[src/rtl/oddw_mul_pkg.sv]
package oddw_mul_pkg;

    // Width of the smallest vertical-and-crosswise unit at the leaves of the core.
    localparam int unsigned LEAF_W = 3;

    // A core width is usable when it is LEAF_W times a power of two.
    function automatic bit core_width_ok(input int unsigned w);
        int unsigned v;
        v = w;
        while (v > LEAF_W && (v % 2) == 0) v = v / 2;
        return v == LEAF_W;
    endfunction

endpackage

[src/rtl/vc3_unit.sv]
module vc3_unit (
    input  logic [2:0] x_i,
    input  logic [2:0] y_i,
    output logic [5:0] p_o
);
    logic [1:0] col0;
    logic [2:0] col1, col2, col3;
    logic [1:0] col4;
    logic [3:0] acc1, acc2, acc3, acc4;

    always_comb begin
        // Sum the partial products that fall into each column.
        col0 = {1'b0, x_i[0] & y_i[0]};
        col1 = 3'(x_i[1] & y_i[0]) + 3'(x_i[0] & y_i[1]);
        col2 = 3'(x_i[2] & y_i[0]) + 3'(x_i[1] & y_i[1]) + 3'(x_i[0] & y_i[2]);
        col3 = 3'(x_i[2] & y_i[1]) + 3'(x_i[1] & y_i[2]);
        col4 = {1'b0, x_i[2] & y_i[2]};

        // Pass the carry from each column into the next one up.
        acc1 = 4'(col1);
        acc2 = 4'(col2) + 4'(acc1[3:1]);
        acc3 = 4'(col3) + 4'(acc2[3:1]);
        acc4 = 4'(col4) + 4'(acc3[3:1]);
        p_o  = {acc4[1:0], acc3[0], acc2[0], acc1[0], col0[0]};
    end

    always_comb begin

        leaf_exact_chk: assert (p_o == 6'(x_i) * 6'(y_i))
            else $error("leaf product mismatch");
    end
endmodule

[src/rtl/vc_tree.sv]
module vc_tree #(
    parameter int unsigned W = 12
) (
    input  logic [W-1:0]   x_i,
    input  logic [W-1:0]   y_i,
    output logic [2*W-1:0] p_o
);
    localparam int unsigned H = W / 2;
    localparam int unsigned P = 2 * W;

    generate
        if (W == oddw_mul_pkg::LEAF_W) begin : g_leaf
            vc3_unit u_leaf (.x_i(x_i), .y_i(y_i), .p_o(p_o));
        end else begin : g_split
            logic [W-1:0] ll, lh, hl, hh;

            vc_tree #(.W(H)) u_ll (.x_i(x_i[H-1:0]), .y_i(y_i[H-1:0]), .p_o(ll));
            vc_tree #(.W(H)) u_lh (.x_i(x_i[H-1:0]), .y_i(y_i[W-1:H]), .p_o(lh));
            vc_tree #(.W(H)) u_hl (.x_i(x_i[W-1:H]), .y_i(y_i[H-1:0]), .p_o(hl));
            vc_tree #(.W(H)) u_hh (.x_i(x_i[W-1:H]), .y_i(y_i[W-1:H]), .p_o(hh));

            // Low product, then both cross terms weighted by H, then the high product weighted by W.
            assign p_o = P'(ll) + (P'(lh) << H) + (P'(hl) << H) + (P'(hh) << W);
        end
    endgenerate

    always_comb begin

        zero_operand_chk: assert (!((x_i == '0) || (y_i == '0)) || (p_o == '0))
            else $error("nonzero product from zero operand");
    end
endmodule

[src/rtl/oddw_mul.sv]
module oddw_mul #(
    parameter int unsigned N = 13
) (
    input  logic [N-1:0]   a_i,
    input  logic [N-1:0]   b_i,
    output logic [2*N-1:0] prod_o
);
    localparam int unsigned C = N - 1;
    localparam int unsigned P = 2 * N;

    logic         a_top, b_top, top_and;
    logic [C-1:0] a_low, b_low;
    logic [2*C-1:0] core_p;
    logic [C-1:0] cross_a, cross_b;

    assign a_top = a_i[N-1];
    assign b_top = b_i[N-1];
    assign a_low = a_i[C-1:0];
    assign b_low = b_i[C-1:0];

    vc_tree #(.W(C)) u_core (.x_i(a_low), .y_i(b_low), .p_o(core_p));

    // Each top bit selects the other operand's low part or zero.
    assign cross_a = a_top ? b_low : '0;
    assign cross_b = b_top ? a_low : '0;
    // The one extra gate: the product of the two top bits.
    assign top_and = a_top & b_top;

    assign prod_o = P'(core_p) + (P'(cross_a) << C) + (P'(cross_b) << C) + (P'(top_and) << (2 * C));

    always_comb begin

        core_only_chk: assert (a_top || b_top || (prod_o == P'(core_p)))
            else $error("product differs from core with top bits clear");

        top_pair_chk: assert (!top_and || prod_o[P-1:P-2] != 2'b00)
            else $error("top pair product too small");

        width_bound_chk: assert (a_top || prod_o[P-1] == 1'b0)
            else $error("product exceeds bound with top bit of a clear");
    end
endmodule

[config.mk]
export PLATFORM = sky130hd
export DESIGN_NAME = oddw_mul
export DESIGN_NICKNAME = d
export VERILOG_FILES = /design/src/rtl/oddw_mul_pkg.sv /design/src/rtl/vc3_unit.sv /design/src/rtl/vc_tree.sv /design/src/rtl/oddw_mul.sv
export SDC_FILE = /design/constraint.sdc
export NUM_CORES = 1
export LEC_CHECK = 0
export BUFFER_PORTS_ARGS = -buffer_cell sky130_fd_sc_hd__buf_4
export CAP_MARGIN = 20
export CORE_MARGIN = 2
export CORE_UTILIZATION = 50
export DETAILED_ROUTE_END_ITERATION = 12
export GPL_TIMING_DRIVEN = 0
export PLACE_DENSITY = 0.68
export SYNTH_ARGS = -nofsm -noshare
export SYNTH_HDL_FRONTEND = slang
export SYNTH_HIERARCHICAL = 1
export SYNTH_SLANG_ARGS = --single-unit
[constraint.sdc]
create_clock -name vclk -period 14.4
set_clock_uncertainty 0.1 [all_clocks]
set_input_delay 1.44 -clock vclk [all_inputs]
set_output_delay 1.44 -clock vclk [all_outputs]
set_load 0.01 [all_outputs]
==> results of run 1 <==
[layer usage]
layer,part of all wire [%],vias up,wire length (um)
met1,49,2612,7230
met5,0,-,0
met2,47,103,7010
met3,3.4,6,508
met4,0.53,0,78
li1,-,2872,-
[final cells by class]
type	instances	area share [%]
plain buffers	5	0.248
repair buffers	52	5.15
multi-input cells	652	80.9
well taps	180	2.97
inverters	217	10.8
[critical path: cells and delay by family]
| kind | cells | cell delay [ns] |
|---|---|---|
| AOI/OAI and AO/OA | 13 | 2.78 |
| xor gates and xnor gates | 4 | 0.68 |
| adders and majority gates | 15 | 5.56 |
| buffers and inverters | 8 | 0.61 |
| and+or+nand+nor | 5 | 1.11 |
[cells in the final DEF, fill, tap and decap left out, drive strengths merged, types with 2 or more instances in the layout]
cell type,netlist,layout
inv,217,217
ha,137,137
nand2,121,121
fa,89,89
and2,70,70
buf,0,52
xnor2,46,46
a21oi,45,45
a21o,24,24
o21ai,20,20
xor2,11,11
a211oi,11,11
nor2,10,10
nand3,10,10
o21bai,10,10
clkbuf,5,5
o211ai,5,5
nand2b,5,5
and3,4,4
o2111ai,3,3
or4,3,3
nor2b,3,3
a2111oi,3,3
or2,2,2
a21boi,2,2
a31oi,2,2
nor3b,2,2
o21a,2,2
a31o,2,2
and4,2,2
[final timing paths]
kind	from	end	slack, ns	cells after the start
min	a_i[0]	prod_o[0]	3.18	3
max	b_i[0]	prod_o[24]	0.66	45
[cell families after synthesis]
logic type	count (synthesis)	share of synthesized area, %
XOR/XNOR	57	7.17
AND/OR/NAND/NOR	233	16.3
buffers and inverters	222	12.0
AO/OA/AOI/OAI	136	14.3
adder cells (fa/ha/maj)	226	50.2
[per-stage QoR]
| stage | instance area (um2) | setup WS [ns] | hold slack (ns) | util (%) |
|---|---|---|---|---|
| global route | 7570 | 0.0550 | 3.20 | 55.2 |
| detailed placement | 7570 | 0.676 | 3.18 | 55.2 |
| CTS | 7570 | 0.624 | 3.18 | 55.2 |
| floorplan | 6960 | 1.74 | 2.92 | - |
| finish | 7570 | 0.659 | 3.18 | 55.2 |
| global placement | 7570 | 0.712 | 3.18 | 55.2 |
==> results_dict.tcl, run 1 <==
set metrics [dict create \
    diodes 0 \
    multiInputGateArea_mm2 0.00613 \
    gr-usage-all-layers_pct 20.8 \
    nClkBuffers 0 \
    critPathMaxStageDelay_ns 0.53 \
    grt_pass1_wl_mm 25.3 \
    worst_slew_pin_slew_ns 0.575 \
    antenna_found_initial 0 \
    grt_pass1_vias 5382 \
    synth.most_common_cell "inv_1" \
    grtUsageMet2_pct 36.6 \
    synth_top_area_share_pct 25.6 \
    syn-num-nets 1126 \
    critPathKind "input pin to output pin" \
    nNetsFinal 1180 \
    layout_worst_path_cycle_share_pct 95.4 \
    register_area_um2 0 \
    drc 0 \
    ant_nets 0 \
    fp-row-count 43 \
    hold_viol 0 \
    syn_inst 874 \
    crit_path_end_kind "output pin" \
    grt_busiest_layer "met2" \
    flops_and_latches 0 \
    avgSynthCellArea_um2 7.96 \
    ys_types 46 \
    crit_fanout 13 \
    gp_congestion 0.842 \
    slew_viol_final 0 \
    finalSetupViolCount 0 \
    core_mm2 0.0137 \
    cp.arrival_ns 12.20 \
    boundaryPins 52 \
    critPathSlowestCell "fa_1" \
    maxCapViolCount 0 \
    rsz0062_at_grt "no" \
    crit_required_ns 12.86 \
    initial_utilization_pct 50.7 \
    fmax_mhz 72.8 \
    fill_cells 1371 \
    cts_resized 0 \
    synth_commonest_cells "inv_1, ha_1, nand2_1" \
    yosys-top-cells-area "fa_1, ha_1, inv_1" \
    avgViaCountPerCell 5.06 \
    post_cts_buffers 0 \
    relSlewSlack_pct 61.3 \
    use_met1_pct 30.0 \
    final_cells 1106 \
    die_x_um 122 \
    first_pass_iters 5 \
    dieArea_mm2 0.0149 \
    holdBufCountCts 0 \
    area_growth_pct 8.85 \
    finalSetupTns_ns 0 \
    use_met3_pct 0.515 \
    vias 5593 \
    gr-total-overflow 0 \
    status "complete, no violations" \
    synth_area_mm2 0.00696 \
    wirelength_mm 14.8 \
    min_period_ns 13.74 \
    ys_seq_area_share_pct 0 \
    drt-initial-drc-count 308 \
    grt_max_degree 14 \
    wl_per_cell_um 13.4 \
    drive_above_1_share_pct 9.18 \
    yosysWarnings 6 \
    place_inst 1106 \
    die_height_um 122 \
    critical_path.startpoint_type "input pin" \
    hpwl_mm 12.3 \
    crit_path_frequent_cell "ha_1" \
    port_buffers 52 \
    synth_top_cell_by_area "fa_1" \
    min_path_type "input pin to output pin" \
]
Power of run 1 is not shown: default switching activity piles up to over one toggle a cycle in this logic, so the estimate is an artifact.
==> run 2, diff against run 1 <==
Settings changed: CORE_UTILIZATION 50 to 35, PLACE_DENSITY 0.68 to default, SETUP_SLACK_MARGIN from default to 0.05.
==> run 2 against run 1 <==
Compared with the run above:
- fmax barely moved
- cell count is 7.7% higher
- highest routed layer unchanged
- worst setup slack lost 0.0088 ns
- critical path type unchanged
- largest cell class unchanged
==> results_dict.tcl, run 2 (same netlist as run 1, synthesis figures left out) <==
set metrics [dict create \
    final_common_cell "inv_1" \
    avgViaCountPerCell 4.71 \
    grt_max_degree 14 \
    ant_nets 0 \
    nNetsFinal 1180 \
    crit_required_ns 12.86 \
    critPathSlowestCell "fa_1" \
    register_area_um2 0 \
    dieArea_mm2 0.0210 \
    worst_slew_pin_slew_ns 0.598 \
    first_pass_iters 4 \
    initial_utilization_pct 35.8 \
    rsz0062_at_grt "no" \
    die_height_um 145 \
    crit_path_end_kind "output pin" \
    cp_num_buf_inv 9 \
    layout_common_cells "inv_1, ha_1, nand2_1, fa_1, and2_1" \
    layout_worst_path_cycle_share_pct 95.5 \
    diodes 0 \
    nClkBuffers 0 \
    fill_cells 2066 \
    status "complete, no violations" \
    min_period_ns 13.75 \
    fmax_mhz 72.7 \
    wirelength_mm 15.6 \
    maxCapViolCount 0 \
    critPathMaxStageDelay_ns 0.53 \
    flops_and_latches 0 \
    area_growth_pct 10.6 \
    cp.arrival_ns 12.21 \
    core_mm2 0.0195 \
    post_cts_buffers 0 \
    critical-path-top-delay-family "adder cells" \
    critPathKind "input pin to output pin" \
    hpwl_mm 13.0 \
    relSlewSlack_pct 59.7 \
    gp_congestion 0.839 \
    vias 5607 \
    slew_viol_final 0 \
    finalSetupTns_ns 0 \
    holdBufCountCts 0 \
    gr-total-overflow 0 \
    grt_pass1_wl_mm 27.5 \
    gr-usage-all-layers_pct 15.3 \
    wl_per_cell_um 13.1 \
    boundaryPins 52 \
    cts_resized 0 \
    drc 0 \
    die_x_um 145 \
    drt-initial-drc-count 133 \
    critical_path.startpoint_type "input pin" \
    fp-row-count 51 \
    crit_fanout 13 \
    finalSetupViolCount 0 \
    min_path_type "input pin to output pin" \
    grt_pass1_vias 5738 \
    port_buffers 52 \
    drive_above_1_share_pct 9.40 \
    hold_viol 0 \
    antenna_found_initial 0 \
]
==> run 2: cell counts in the layout (fill, tap and decap cells not counted) <==
Identical to the previous run, type by type.
==> run 2: cell type report <==
class / instances / area [um2] / area share (%)
multi-input cells: 652 / 6140 / 79.8
inverters: 217 / 815 / 10.6
repair buffers: 52 / 390 / 5.07
well taps: 265 / 332 / 4.31
plain buffers: 5 / 18.8 / 0.244
==> run 2: path summary, 6_finish.rpt <==
kind | from | to | depth (start not counted)
worst min-delay path | a_i[0] | prod_o[0] | 3
worst max-delay path | b_i[1] | prod_o[25] | 45
==> run 2: stage by stage <==
step                      util, %  instance area [um2]  hold WS (ns)  instances  worst slack, ns
after global placement       39.5                 7680          3.18       1191            0.660
after CTS                    39.5                 7680          3.18       1191            0.516
after global routing         39.5                 7690          3.23       1191           0.0964
final                        39.5                 7690          3.18       1191            0.650
after floorplan                 -                 6960          2.92        874             1.74
after detailed placement     39.5                 7680          3.18       1191            0.578
==> run 2: per-layer routing <==
metal | vias up | wire length, um | track usage, %
met4 | 0 | 89 | 0.990
met2 | 56 | 7480 | 27.1
met1 | 2680 | 7770 | 21.7
met3 | 6 | 256 | 0.535
li1 | 2865 | - | -
met5 | - | 0 | 0
Power of run 2 is left out for the same reason.
